[src/rtl/sysclk_pkg.sv]
`timescale 1ns/1ps
package sysclk_pkg;

  // number of divide-by-two stages behind main/2
  localparam int unsigned MAIN_DIV_STAGES = 5;
  localparam int unsigned TAP_W = $clog2(MAIN_DIV_STAGES + 1);
  localparam logic [2:0]  SEL_SUB = 3'b111;

  typedef enum logic [1:0] {ST_RUN, ST_STOP, ST_WARM} pwr_state_t;

  typedef struct packed {
    logic       chg_en;
    logic       osc_halt;
    logic [2:0] rate;
    logic       rsvd;
    logic [1:0] warm;
  } ctl_reg_t;

  function automatic logic rate_is_legal(input logic [2:0] code);
    return !(code == 3'b101 || code == 3'b110);
  endfunction

  // log2 of the main divisor for a rate code; sub and reserved map to 1
  function automatic logic [TAP_W-1:0] rate_tap(input logic [2:0] code);
    logic [TAP_W-1:0] t;
    case (code)
      3'b000:  t = TAP_W'(MAIN_DIV_STAGES);
      3'b001:  t = TAP_W'(MAIN_DIV_STAGES - 1);
      3'b010:  t = TAP_W'(MAIN_DIV_STAGES - 2);
      3'b011:  t = TAP_W'(MAIN_DIV_STAGES - 3);
      default: t = TAP_W'(1);
    endcase
    return t;
  endfunction

  // warm-up cycles: longest for code 0, halving per step
  function automatic int unsigned warm_cycles(input logic [1:0] code,
                                              input int unsigned log_max);
    return 32'd1 << (log_max - 32'(code));
  endfunction

endpackage

[src/rtl/sysclk_regs.sv]
`timescale 1ns/1ps
module sysclk_regs
  import sysclk_pkg::*;
(
  input  logic       clk,
  input  logic       rst_n,
  input  logic       bus_we,
  input  logic [7:0] bus_wdata,
  input  logic       stop_event,
  output ctl_reg_t   ctl,
  output logic [2:0] active_rate,
  output logic [7:0] bus_rdata
);

  logic apply_rate;
  assign apply_rate = stop_event && ctl.chg_en && rate_is_legal(ctl.rate);

  always_ff @(posedge clk or negedge rst_n) begin
    if (!rst_n) begin
      ctl <= '0;
    end else if (bus_we) begin
      ctl <= ctl_reg_t'({bus_wdata[7:3], 1'b0, bus_wdata[1:0]});
    end
  end

  always_ff @(posedge clk or negedge rst_n) begin
    if (!rst_n) begin
      active_rate <= 3'b000;
    end else if (apply_rate) begin
      active_rate <= ctl.rate;
    end
  end

  assign bus_rdata = ctl;

  // the running rate only moves on an enabled stop
  assert_rate_held_R5: assert property (@(posedge clk) disable iff (!rst_n)
    !(stop_event && ctl.chg_en) |=> $stable(active_rate));

  // reserved codes never become active
  assert_reserved_kept_R6: assert property (@(posedge clk) disable iff (!rst_n)
    (stop_event && !rate_is_legal(ctl.rate)) |=> $stable(active_rate));

  assert_active_legal_R6: assert property (@(posedge clk) disable iff (!rst_n)
    rate_is_legal(active_rate));

endmodule

[src/rtl/sysclk_divider.sv]
`timescale 1ns/1ps
module sysclk_divider
  import sysclk_pkg::*;
#(
  parameter int unsigned STAGES = MAIN_DIV_STAGES,
  localparam int unsigned LW = $clog2(STAGES + 1)
) (
  input  logic          clk,
  input  logic          rst_n,
  input  logic          run_en,
  input  logic          use_sub,
  input  logic          sub_tick,
  input  logic [LW-1:0] tap_sel,
  output logic          sys_ce
);

  logic [STAGES-1:0] chain;
  logic [STAGES:0]   taps;
  logic              sub_phase;
  logic              main_ce;
  logic              sub_ce;

  always_ff @(posedge clk or negedge rst_n) begin
    if (!rst_n) chain <= '0;
    else        chain <= chain + 1'b1;
  end

  // tap k fires once every 2^k cycles
  assign taps[0] = 1'b1;
  for (genvar k = 1; k <= STAGES; k++) begin : g_tap
    assign taps[k] = &chain[k-1:0];
  end

  always_ff @(posedge clk or negedge rst_n) begin
    if (!rst_n)        sub_phase <= 1'b0;
    else if (sub_tick) sub_phase <= ~sub_phase;
  end

  assign main_ce = taps[tap_sel];
  assign sub_ce  = sub_tick && sub_phase;
  assign sys_ce  = run_en && (use_sub ? sub_ce : main_ce);

  // on the sub path every enable coincides with a sub tick
  assert_sub_needs_tick_R4: assert property (@(posedge clk) disable iff (!rst_n)
    (sys_ce && use_sub) |-> sub_tick);

  // divisors of four or more never give back-to-back enables
  assert_main_gap_R3: assert property (@(posedge clk) disable iff (!rst_n)
    (sys_ce && !use_sub && tap_sel > LW'(1)) |=> (!sys_ce || use_sub));

endmodule

[src/rtl/sysclk_power_fsm.sv]
`timescale 1ns/1ps
module sysclk_power_fsm
  import sysclk_pkg::*;
#(
  parameter int unsigned WARM_LOG_MAX = 8,
  localparam int unsigned CW = WARM_LOG_MAX
) (
  input  logic       clk,
  input  logic       rst_n,
  input  logic       stop_req,
  input  logic       wake_req,
  input  logic [1:0] warm_code,
  input  logic       skip_warm,
  output logic       run_en,
  output logic       halted,
  output logic       warm_busy,
  output logic       stop_event
);

  pwr_state_t    state, state_nx;
  logic [CW-1:0] warm_cnt;
  logic          wake_event;
  logic          warm_done;

  assign stop_event = (state == ST_RUN) && stop_req;
  assign wake_event = (state == ST_STOP) && wake_req;
  assign warm_done  = (state == ST_WARM) && (warm_cnt == '0);

  always_comb begin
    state_nx = state;
    case (state)
      ST_RUN:  if (stop_req) state_nx = ST_STOP;
      ST_STOP: if (wake_req) state_nx = skip_warm ? ST_RUN : ST_WARM;
      ST_WARM: if (warm_done) state_nx = ST_RUN;
      default: state_nx = ST_RUN;
    endcase
  end

  always_ff @(posedge clk or negedge rst_n) begin
    if (!rst_n) state <= ST_RUN;
    else        state <= state_nx;
  end

  always_ff @(posedge clk or negedge rst_n) begin
    if (!rst_n) begin
      warm_cnt <= '0;
    end else if (wake_event) begin
      warm_cnt <= CW'(warm_cycles(warm_code, WARM_LOG_MAX) - 1);
    end else if (state == ST_WARM && warm_cnt != '0) begin
      warm_cnt <= warm_cnt - 1'b1;
    end
  end

  assign run_en    = (state == ST_RUN);
  assign halted    = (state == ST_STOP);
  assign warm_busy = (state == ST_WARM);

  // an accepted stop halts from the next cycle
  assert_stop_halts_R7: assert property (@(posedge clk) disable iff (!rst_n)
    stop_event |=> halted);

  // a normal wake-up enters warm-up
  assert_busy_after_wake_R8: assert property (@(posedge clk) disable iff (!rst_n)
    (wake_event && !skip_warm) |=> warm_busy);

  assert_warm_ends_R8: assert property (@(posedge clk) disable iff (!rst_n)
    warm_done |=> run_en);

  // wake-up while running changes nothing
  assert_wake_ignored_R9: assert property (@(posedge clk) disable iff (!rst_n)
    (run_en && wake_req && !stop_req) |=> run_en);

  // sub-clock wake-up bypasses warm-up
  assert_skip_warm_R11: assert property (@(posedge clk) disable iff (!rst_n)
    (wake_event && skip_warm) |=> (run_en && !warm_busy));

endmodule

[src/rtl/sysclk_ctrl.sv]
`timescale 1ns/1ps
module sysclk_ctrl
  import sysclk_pkg::*;
#(
  parameter int unsigned WARM_LOG_MAX = 8
) (
  input  logic       clk,
  input  logic       rst_n,
  input  logic       bus_we,
  input  logic [7:0] bus_wdata,
  output logic [7:0] bus_rdata,
  input  logic       sub_tick,
  input  logic       stop_req,
  input  logic       wake_req,
  output logic       sys_ce,
  output logic       warm_busy,
  output logic       halted
);

  ctl_reg_t         ctl;
  logic [2:0]       active_rate;
  logic             stop_event;
  logic             run_en;
  logic             use_sub;
  logic             skip_warm;
  logic [TAP_W-1:0] tap_sel;

  assign use_sub   = ctl.osc_halt || (active_rate == SEL_SUB);
  assign skip_warm = ctl.osc_halt && (active_rate == SEL_SUB);
  assign tap_sel   = rate_tap(active_rate);

  sysclk_regs u_regs (
    .clk         (clk),
    .rst_n       (rst_n),
    .bus_we      (bus_we),
    .bus_wdata   (bus_wdata),
    .stop_event  (stop_event),
    .ctl         (ctl),
    .active_rate (active_rate),
    .bus_rdata   (bus_rdata)
  );

  sysclk_power_fsm #(.WARM_LOG_MAX(WARM_LOG_MAX)) u_fsm (
    .clk        (clk),
    .rst_n      (rst_n),
    .stop_req   (stop_req),
    .wake_req   (wake_req),
    .warm_code  (ctl.warm),
    .skip_warm  (skip_warm),
    .run_en     (run_en),
    .halted     (halted),
    .warm_busy  (warm_busy),
    .stop_event (stop_event)
  );

  sysclk_divider #(.STAGES(MAIN_DIV_STAGES)) u_div (
    .clk      (clk),
    .rst_n    (rst_n),
    .run_en   (run_en),
    .use_sub  (use_sub),
    .sub_tick (sub_tick),
    .tap_sel  (tap_sel),
    .sys_ce   (sys_ce)
  );

  // no enable leaves the block while stopped or warming up
  assert_quiet_when_idle_R7: assert property (@(posedge clk) disable iff (!rst_n)
    (halted || warm_busy) |-> !sys_ce);

  // oscillator halt forces every enable onto a sub tick
  assert_halt_uses_sub_R10: assert property (@(posedge clk) disable iff (!rst_n)
    (ctl.osc_halt && sys_ce) |-> sub_tick);

endmodule

[config.mk]
export PLATFORM = sky130hd
export DESIGN_NAME = sysclk_ctrl
export DESIGN_NICKNAME = d
export VERILOG_FILES = /design/src/rtl/sysclk_pkg.sv /design/src/rtl/sysclk_regs.sv /design/src/rtl/sysclk_divider.sv /design/src/rtl/sysclk_power_fsm.sv /design/src/rtl/sysclk_ctrl.sv
export SDC_FILE = /design/constraint.sdc
export NUM_CORES = 1
export LEC_CHECK = 0
export CAP_MARGIN = 20
export CORE_ASPECT_RATIO = 0.7
export CORE_MARGIN = 2
export CORE_UTILIZATION = 51
export DETAILED_ROUTE_END_ITERATION = 10
export GPL_ROUTABILITY_DRIVEN = 0
export PLACE_DENSITY = 0.78
export SKIP_CTS_REPAIR_TIMING = 1
export SLEW_MARGIN = 20
export SYNTH_ARGS = -nofsm -noshare
export SYNTH_HDL_FRONTEND = slang
export SYNTH_SLANG_ARGS = --single-unit
[constraint.sdc]
create_clock -name clk -period 2.4 [get_ports clk]
set_clock_uncertainty 0.05 [all_clocks]
set_input_delay 0.36 -clock clk [delete_from_list [all_inputs] [get_ports clk]]
set_output_delay 0.36 -clock clk [all_outputs]
set_load 0.02 [all_outputs]
==> results of run 1 <==
## critical path, cell delays in order (launching register included)
cell,delay (ns)
dfrtp_1,0.39
ha_1,0.21
and3_1,0.18
ha_1,0.18
mux2i_1,0.12
nor3_1,0.06
a211oi_1,0.23
a2111oi_2,0.11
buf_2,0.17
## per-stage QoR
| step | cell area (µm²) | setup WS (ns) | hold WS, ns |
|---|---|---|---|
| final | 1660 | 0.0759 | 0.409 |
| after global routing | 1660 | -0.0235 | 0.430 |
| after CTS | 1670 | -0.439 | 0.418 |
| after detailed placement | 1610 | -0.132 | 0.409 |
| after global placement | 1610 | -0.0751 | 0.408 |
| after floorplan | 1320 | 0.276 | 0.0144 |
## final cells by class
| class | instances | area, µm² | share of cell area (%) |
|---|---|---|---|
| Sequential cell | 26 | 651 | 39.2 |
| Multi-Input combinational cell | 90 | 632 | 38.1 |
| Timing Repair Buffer | 28 | 260 | 15.7 |
| Clock buffer | 4 | 55.1 | 3.32 |
| Tap cell | 34 | 42.5 | 2.56 |
| Inverter | 5 | 20.0 | 1.21 |
## routing by layer
metal / share of wire (%) / up-vias
met5: 0 / -
met1: 50 / 475
met3: 4.9 / 2
met4: 0.76 / 0
li1: - / 512
met2: 45 / 22
## power by group through the flow
stage	clock network [mW]	registers (mW)	logic, mW
after CTS	0.285	0.740	0.583
after global placement	0	0.740	0.558
after detailed placement	0	0.748	0.580
after global routing	0.309	0.769	0.632
after floorplan	0	0.723	0.388
final	0.277	0.743	0.573
## registers in the layout, indices dropped and copies added (netlist names)
register / flops
u_regs.active_rate: 3
u_fsm.state: 2
u_fsm.warm_cnt: 8
u_div.chain: 5
u_div.sub_phase: 1
u_regs.bus_rdata: 7
## Yosys cell counts, types with 4 or more instances
library cell and number:
dfrtp_1 26, nand2_1 16, mux2_2 6, ha_1 4, a21oi_1 6, nor2_1 7, inv_1 4, o21ai_0 6
nand3_1 5
## cells by family after synthesis
logic type,Yosys count,share of synthesized area [%]
xor gates and xnor gates,3,1.99
muxes,9,7.76
DFF,26,49.2
other,1,0.284
adders and majority gates,4,3.78
AOI/OAI and AO/OA,26,13.5
buffers and inverters,9,3.03
and+or+nand+nor,47,20.4
## worst max path at each step
stage	start	end	cells after the start
6_report	u_div.chain[0]	sys_ce	8
5_1_grt	u_div.chain[0]	sys_ce	8
4_1_cts	u_div.chain[0]	sys_ce	8
3_5_place_dp	u_div.chain[0]	sys_ce	8
3_3_place_gp	u_div.chain[0]	sys_ce	8
2_1_floorplan	u_div.chain[0]	sys_ce	7
==> flow_metrics.env, run 1 <==
export IMPL_p_clk_share_pct=17.4
export IMPL_grt_max_degree=27
export IMPL_slew_violations=0
export IMPL_drv_cap=0
export IMPL_avgViaCountPerCell=5.41
export IMPL_arrival_ns=1.91
export IMPL_coreArea_um2=2460
export IMPL_met1_usage_pct=26.6
export IMPL_cts_clk_slew_worst_paths_ns=0.09
export IMPL_outcome="finished clean"
export IMPL_final_cell_mix="26 x dfrtp_1, 21 x clkdlybuf4s50_1, 16 x nand2_1, 7 x nor2_1"
export IMPL_avgSynthCellArea_um2=10.6
export IMPL_p_switching_mw=0.599
export IMPL_drive_above_1_share_pct=17.0
export IMPL_r2r_slack_ns=0.46
export IMPL_timing_rr_start="u_fsm.state[1]"
export IMPL_fin_crit_sh_pct=96.8
export IMPL_critPathCaptureType="output port"
export IMPL_dp_hpwl_um=1950
export IMPL_ys_top_cells_by_area="dfrtp_1 49%, mux2_2 5.1%, nand2_1 4.5%"
export IMPL_drt_wl_total_um=2650
export IMPL_fmax_ghz=0.430
export IMPL_final_cells=187
export IMPL_dieHeight_um=46.6
export IMPL_port_buffers=22
export IMPL_p_comb_share_pct=36.0
export IMPL_dp_cells=183
export IMPL_path_class="reg2out"
export IMPL_nFillCells=201
export IMPL_worst_r2r_path_depth=8
export IMPL_drt_wirelength_per_cell_um=14.2
export IMPL_syn_to_final_growth_pct=25.5
export IMPL_top_usage_layer="met2"
export IMPL_grt_ovfl_total=0
export IMPL_total_power_mw=1.59
export IMPL_use_met2_pct=31.8
export IMPL_antenna_found_initial=0
export IMPL_clock_tree_root_cell="clkbuf_8"
export IMPL_ys_warn_count=0
export IMPL_grt_pass1_wl_um=4420
export IMPL_initial_core_util_pct=53.8
export IMPL_syn_nets=143
export IMPL_nets=172
export IMPL_hold_viol=0
export IMPL_synth_seq_cells=26
export IMPL_utilization_pct=67.5
export IMPL_vias=1011
export IMPL_grt_util_met3_pct=5.87
export IMPL_grt_usage_pct=19.9
export IMPL_layout_commonest_cell="dfrtp_1"
export IMPL_rsz0062_at_grt="yes"
export IMPL_yosysSeqAreaShare_pct=49.2
export IMPL_synth_area_um2=1320
export IMPL_synth_top_area_cell="dfrtp_1"
export IMPL_seqPwrFrac_pct=46.6
export IMPL_h_tree_depth=1
export IMPL_synth_top_cell_area_share_pct=49.2
export IMPL_drc_errors=0
export IMPL_drt_iter0_drc=54
export IMPL_first_pass_iters=4
export IMPL_hold_class="in2async"
export IMPL_die_w_um=64.9
export IMPL_r2r_end="u_fsm.warm_cnt[6]"
export IMPL_ant_nets=0
export IMPL_p_per_area_nw_per_um2=959
export IMPL_num_rows=15
export IMPL_antenna_cells=0
export IMPL_startpoint_type="register"
export IMPL_clk_latency_ns=0.27
export IMPL_period_needed_ns=2.32
export IMPL_peakVddDrop_mv=0.686
export IMPL_power_leakage_nw=0.720
export IMPL_io_pins=25
export IMPL_dieArea_um2=3020
export IMPL_synth_edf_count=0
export IMPL_timing_final_setup_violations=0
export IMPL_syn_instance_count=125
export IMPL_synth_ff_type="dfrtp_1"
export IMPL_setup_tns_final_ns=0
export IMPL_power_internal_mw=0.993
export IMPL_cts_buffer_depth=2
export IMPL_cts_made_buffers=3
export IMPL_yosysUniqueCellTypes=43
export IMPL_synth_async_reset_ratio_pct=100
export IMPL_grt_pass1_vias=955
export IMPL_required_ns=1.99
export IMPL_cts_tree="yes"
export IMPL_critPathMaxFanout=2
export IMPL_cts_sinks=26
export IMPL_power_share_switching_pct=37.6
Power figures use the tool's default switching activity.
==> inputs of run 2 (changes only) <==
CORE_UTILIZATION = 52   (was 51)
PLACE_DENSITY = 0.79   (was 0.78)
SLEW_MARGIN = default   (was 20)
SYNTH_HIERARCHICAL = 1   (was default)
==> run 2 against run 1 <==
Against the previous run: power fell by 46%; non-clock buffer count down 1; clock power shrank 1%; critical path type unchanged; critical endpoint unchanged; largest cell class is now multi-input gates; highest routed layer unchanged.
==> flow_metrics.env, run 2 <==
export IMPL_drive_above_1_share_pct=17.1
export IMPL_largest_register_ff_count=8
export IMPL_tightest_slew_ns=0.700
export IMPL_io_pins=25
export IMPL_grt_ovfl_total=0
export IMPL_dp_hpwl_um=2100
export IMPL_cts_clk_slew_worst_paths_ns=0.09
export IMPL_hold_viol=0
export IMPL_r2r_slack_ns=0.34
export IMPL_initial_core_util_pct=55.9
export IMPL_peakVddDrop_mv=0.492
export IMPL_drt_wirelength_per_cell_um=15.0
export IMPL_period_needed_ns=2.26
export IMPL_critPathCaptureType="output port"
export IMPL_port_buffers=22
export IMPL_crit_path_top_delay_cell="dfrtp_1"
export IMPL_crit_top_cell="ha_1"
export IMPL_fin_crit_sh_pct=94.3
export IMPL_dieHeight_um=47.3
export IMPL_p_per_area_nw_per_um2=509
export IMPL_first_pass_iters=4
export IMPL_cts_made_buffers=3
export IMPL_ys_warn_count=6
export IMPL_startpoint_type="register"
export IMPL_ant_nets=0
export IMPL_grt_max_degree=27
export IMPL_power_leakage_nw=0.755
export IMPL_max_stage_delay_ns=0.38
export IMPL_clock_tree_root_cell="clkbuf_8"
export IMPL_crit_path_start="u_div/chain[1]"
export IMPL_num_rows=15
export IMPL_r2r_end="u_fsm/warm_cnt[6]"
export IMPL_dp_slack_ns=0.000948
export IMPL_rsz0062_at_grt="no"
export IMPL_max_flop_register="u_fsm/warm_cnt"
export IMPL_vias=1059
export IMPL_setup_tns_final_ns=0
export IMPL_fmax_ghz=0.442
export IMPL_arrival_ns=1.85
export IMPL_die_w_um=65.9
export IMPL_syn_nets=147
export IMPL_antenna_found_initial=0
export IMPL_final_cell_mix="26 x dfrtp_1, 21 x clkdlybuf4s50_1, 7 x nor2_1, 7 x mux2_2"
export IMPL_clk_latency_ns=0.26
export IMPL_critPathMaxFanout=3
export IMPL_grt_usage_pct=19.5
export IMPL_layout_commonest_cell="dfrtp_1"
export IMPL_cts_tree="yes"
export IMPL_coreArea_um2=2500
export IMPL_cts_buffer_depth=2
export IMPL_path_class="reg2out"
export IMPL_endpoint="sys_ce"
export IMPL_required_ns=1.99
export IMPL_nets=171
export IMPL_total_power_mw=0.860
export IMPL_worst_r2r_path_depth=6
export IMPL_avgViaCountPerCell=5.69
export IMPL_crit_chain="ha_1 -> and3_2 -> ha_1 -> nand2_1 -> o211a_1 -> o31ai_2 -> dlymetal6s2s_1"
export IMPL_cts_sinks=26
export IMPL_hold_class="in2async"
export IMPL_whs_ns=0.401
export IMPL_timing_rr_start="u_fsm/state[1]"
export IMPL_final_setup_worst_slack_ns=0.138
export IMPL_drv_cap=0
export IMPL_antenna_cells=0
export IMPL_h_tree_depth=1
export IMPL_syn_instance_count=129
export IMPL_drt_wl_total_um=2790
export IMPL_synth_area_um2=1400
export IMPL_dieArea_um2=3120
export IMPL_grt_pass1_wl_um=4450
export IMPL_outcome="finished clean"
export IMPL_grt_pass1_vias=973
export IMPL_avgSynthCellArea_um2=10.8
export IMPL_drt_iter0_drc=44
export IMPL_slew_headroom_pct=53.0
export IMPL_syn_to_final_growth_pct=21.1
export IMPL_slew_violations=0
export IMPL_drc_errors=0
export IMPL_timing_final_setup_violations=0
run 2: cell type report:
type | instances | area [µm²]
multi-input cells | 90 | 662
fillers | 190 | 807
inverters | 5 | 18.8
repair buffers | 27 | 260
clock buffers | 4 | 55.1
flip-flops and latches | 26 | 651
well taps | 34 | 42.5
run 2: routing by layer:
layer / vias to the layer above / global-route usage [%] / wire (µm)
met5: - / 0 / 0
met4: 0 / 5.42 / 19
met3: 4 / 4.80 / 153
met2: 32 / 31.3 / 1290
met1: 510 / 27.1 / 1320
li1: 513 / - / -
run 2: stage by stage:
step | area (µm²) | utilization [%] | cells
floorplan | 1400 | - | 129
global placement | 1630 | 65.4 | 182
detailed placement | 1630 | 65.4 | 182
CTS | 1690 | 67.6 | 186
global route | 1690 | 67.7 | 186
finish | 1690 | 67.7 | 186
run 2: worst min path at each step:
stage	slack, ns	from	depth (start not counted)	endpoint
2_1_floorplan	0.01	rst_n	0	u_div/chain[0]
3_3_place_gp	0.41	u_div/chain[3]	1	u_div/chain[3]
3_5_place_dp	0.42	u_div/chain[3]	1	u_div/chain[3]
4_1_cts	0.41	rst_n	2	u_fsm/warm_cnt[6]
5_1_grt	0.42	rst_n	2	u_fsm/warm_cnt[5]
6_report	0.40	rst_n	2	u_regs/bus_rdata[1]
run 2: critical path: cells and delay by family (launching register included):
kind,cells,cell delay [ns]
AOI/OAI and AO/OA,2,0.33
buffers and inverters,1,0.25
and+or+nand+nor,2,0.26
adders and majority gates,2,0.36
DFF,1,0.38
run 2: power breakdown:
group | total [mW] | switching, mW | leakage (nW) | internal (mW)
logic | 0.104 | 0.0448 | 0.405 | 0.0593
clock network | 0.273 | 0.127 | 0.0288 | 0.146
registers | 0.483 | 0.0248 | 0.322 | 0.458
==> inputs of run 3 (changes only) <==
CTS_CLUSTER_SIZE = 8   (was default)
clock period = 2.6 ns   (was 2.4 ns; I/O delays follow)
==> run 3 against run 2 <==
Against the previous run: critical path depth did not move; sequential share of layout area grew 0.35 points; register-to-register slack better by 0.17 ns; cell area down 0.89%; largest power group unchanged.
==> flow_metrics.env, run 3 (synthesized netlist as in run 2, its figures left out) <==
export IMPL_io_pins=25
export IMPL_arrival_ns=1.93
export IMPL_vias=1065
export IMPL_port_buffers=22
export IMPL_antenna_found_initial=0
export IMPL_grt_pass1_vias=976
export IMPL_first_pass_iters=4
export IMPL_slew_headroom_pct=54.8
export IMPL_peakVddDrop_mv=0.372
export IMPL_p_comb_share_pct=11.9
export IMPL_drt_iter0_drc=49
export IMPL_tightest_slew_ns=0.672
export IMPL_cts_made_buffers=3
export IMPL_grt_max_degree=27
export IMPL_power_leakage_nw=0.746
export IMPL_worst_r2r_path_depth=6
export IMPL_power_internal_mw=0.612
export IMPL_cts_tree="yes"
export IMPL_utilization_pct=67.1
export IMPL_cts_buffer_depth=2
export IMPL_layout_commonest_cell="dfrtp_1"
export IMPL_clock_tree_root_cell="clkbuf_8"
export IMPL_grt_usage_pct=19.7
export IMPL_rsz0062_at_grt="no"
export IMPL_nets=169
export IMPL_power_share_switching_pct=23.2
export IMPL_max_stage_delay_ns=0.41
export IMPL_place_area_um2=1620
export IMPL_die_w_um=65.9
export IMPL_stdcell_area_um2=1670
export IMPL_startpoint_type="register"
export IMPL_coreArea_um2=2500
export IMPL_crit_chain="ha_1 -> and3_2 -> ha_1 -> nand2_1 -> o211a_1 -> o31ai_2 -> dlymetal6s2s_1"
export IMPL_fin_crit_sh_pct=91.0
export IMPL_outcome="finished clean"
export IMPL_drive_above_1_share_pct=16.0
export IMPL_whs_ns=0.426
export IMPL_final_setup_worst_slack_ns=0.234
export IMPL_drc_errors=0
export IMPL_r2r_end="u_fsm/warm_cnt[6]"
export IMPL_cts_sinks=26
export IMPL_max_flop_register="u_fsm/warm_cnt"
export IMPL_path_class="reg2out"
export IMPL_critPathCaptureType="output port"
export IMPL_timing_rr_start="u_fsm/state[1]"
export IMPL_critPathMaxFanout=4
export IMPL_grt_pass1_wl_um=4490
export IMPL_avgViaCountPerCell=5.79
export IMPL_clk_latency_ns=0.27
export IMPL_crit_path_start="u_div/chain[0]"
export IMPL_hold_viol=0
export IMPL_crit_top_cell="ha_1"
export IMPL_p_per_area_nw_per_um2=476
export IMPL_final_cell_mix="26 x dfrtp_1, 21 x clkdlybuf4s50_1, 7 x nor2_1, 7 x mux2_2"
export IMPL_timing_final_setup_violations=0
export IMPL_drt_wl_total_um=2760
export IMPL_r2r_slack_ns=0.51
export IMPL_num_rows=15
export IMPL_required_ns=2.16
export IMPL_p_clk_share_pct=32.4
export IMPL_seqPwrFrac_pct=55.8
export IMPL_fmax_ghz=0.423
export IMPL_p_switching_mw=0.185
export IMPL_syn_to_final_growth_pct=20.0
export IMPL_endpoint="sys_ce"
export IMPL_grt_ovfl_total=0
export IMPL_slew_violations=0
export IMPL_dp_slack_ns=0.129
export IMPL_period_needed_ns=2.37
export IMPL_h_tree_depth=1
export IMPL_drv_cap=0
export IMPL_dieHeight_um=47.3
export IMPL_drt_wirelength_per_cell_um=15.0
export IMPL_ant_nets=0
export IMPL_cts_clk_slew_worst_paths_ns=0.09
export IMPL_initial_core_util_pct=55.9
export IMPL_crit_path_top_delay_cell="dfrtp_1"
export IMPL_antenna_cells=0
export IMPL_dieArea_um2=3120
export IMPL_dp_hpwl_um=2050
export IMPL_largest_register_ff_count=8
export IMPL_hold_class="in2async"
==> run 3: per-layer routing <==
layer	vias to the layer above	wire, µm	GRT usage [%]
li1	511	-	-
met1	510	1270	25.9
met2	42	1280	32.9
met3	2	193	6.24
met4	0	16	3.75
met5	-	0	0
==> run 3: worst min-delay path by stage <==
stage	end	slack (ns)
floorplan	u_div/chain[0]	0.04
global placement	u_div/chain[3]	0.41
detailed placement	u_div/chain[3]	0.42
CTS	u_fsm/warm_cnt[6]	0.43
global route	u_div/chain[4]	0.44
finish	u_fsm/warm_cnt[7]	0.43
==> run 3: final cells by class <==
class / instances / area (µm²)
tap: 34 / 42.5
clock buffer: 4 / 55.1
inverter: 5 / 18.8
multi-input combinational: 90 / 662
timing repair buffer: 25 / 245
fill: 195 / 822
sequential: 26 / 651
==> run 3: metrics by stage <==
stage	cells	TNS, ns	total power, mW
final	184	0	0.797
after global routing	184	0	0.833
after CTS	184	-0.174	0.806
after detailed placement	180	0	0.547
after global placement	180	0	0.544
after floorplan	129	0	0.497
==> run 3: critical path: cells and delay by family (launching register included) <==
| family | cells | cell delay (ns) |
|---|---|---|
| compound gates | 2 | 0.35 |
| fa+ha+maj | 2 | 0.38 |
| buf+inv | 1 | 0.25 |
| flops | 1 | 0.41 |
| simple gates | 2 | 0.27 |
==> run 3: power by group through the flow <==
stage	Sequential (mW)	Combinational, mW	Clock (mW)
floorplan	0.460	0.0372	0
global placement	0.451	0.0932	0
detailed placement	0.452	0.0948	0
CTS	0.445	0.0958	0.265
global route	0.449	0.102	0.282
finish	0.445	0.0945	0.258
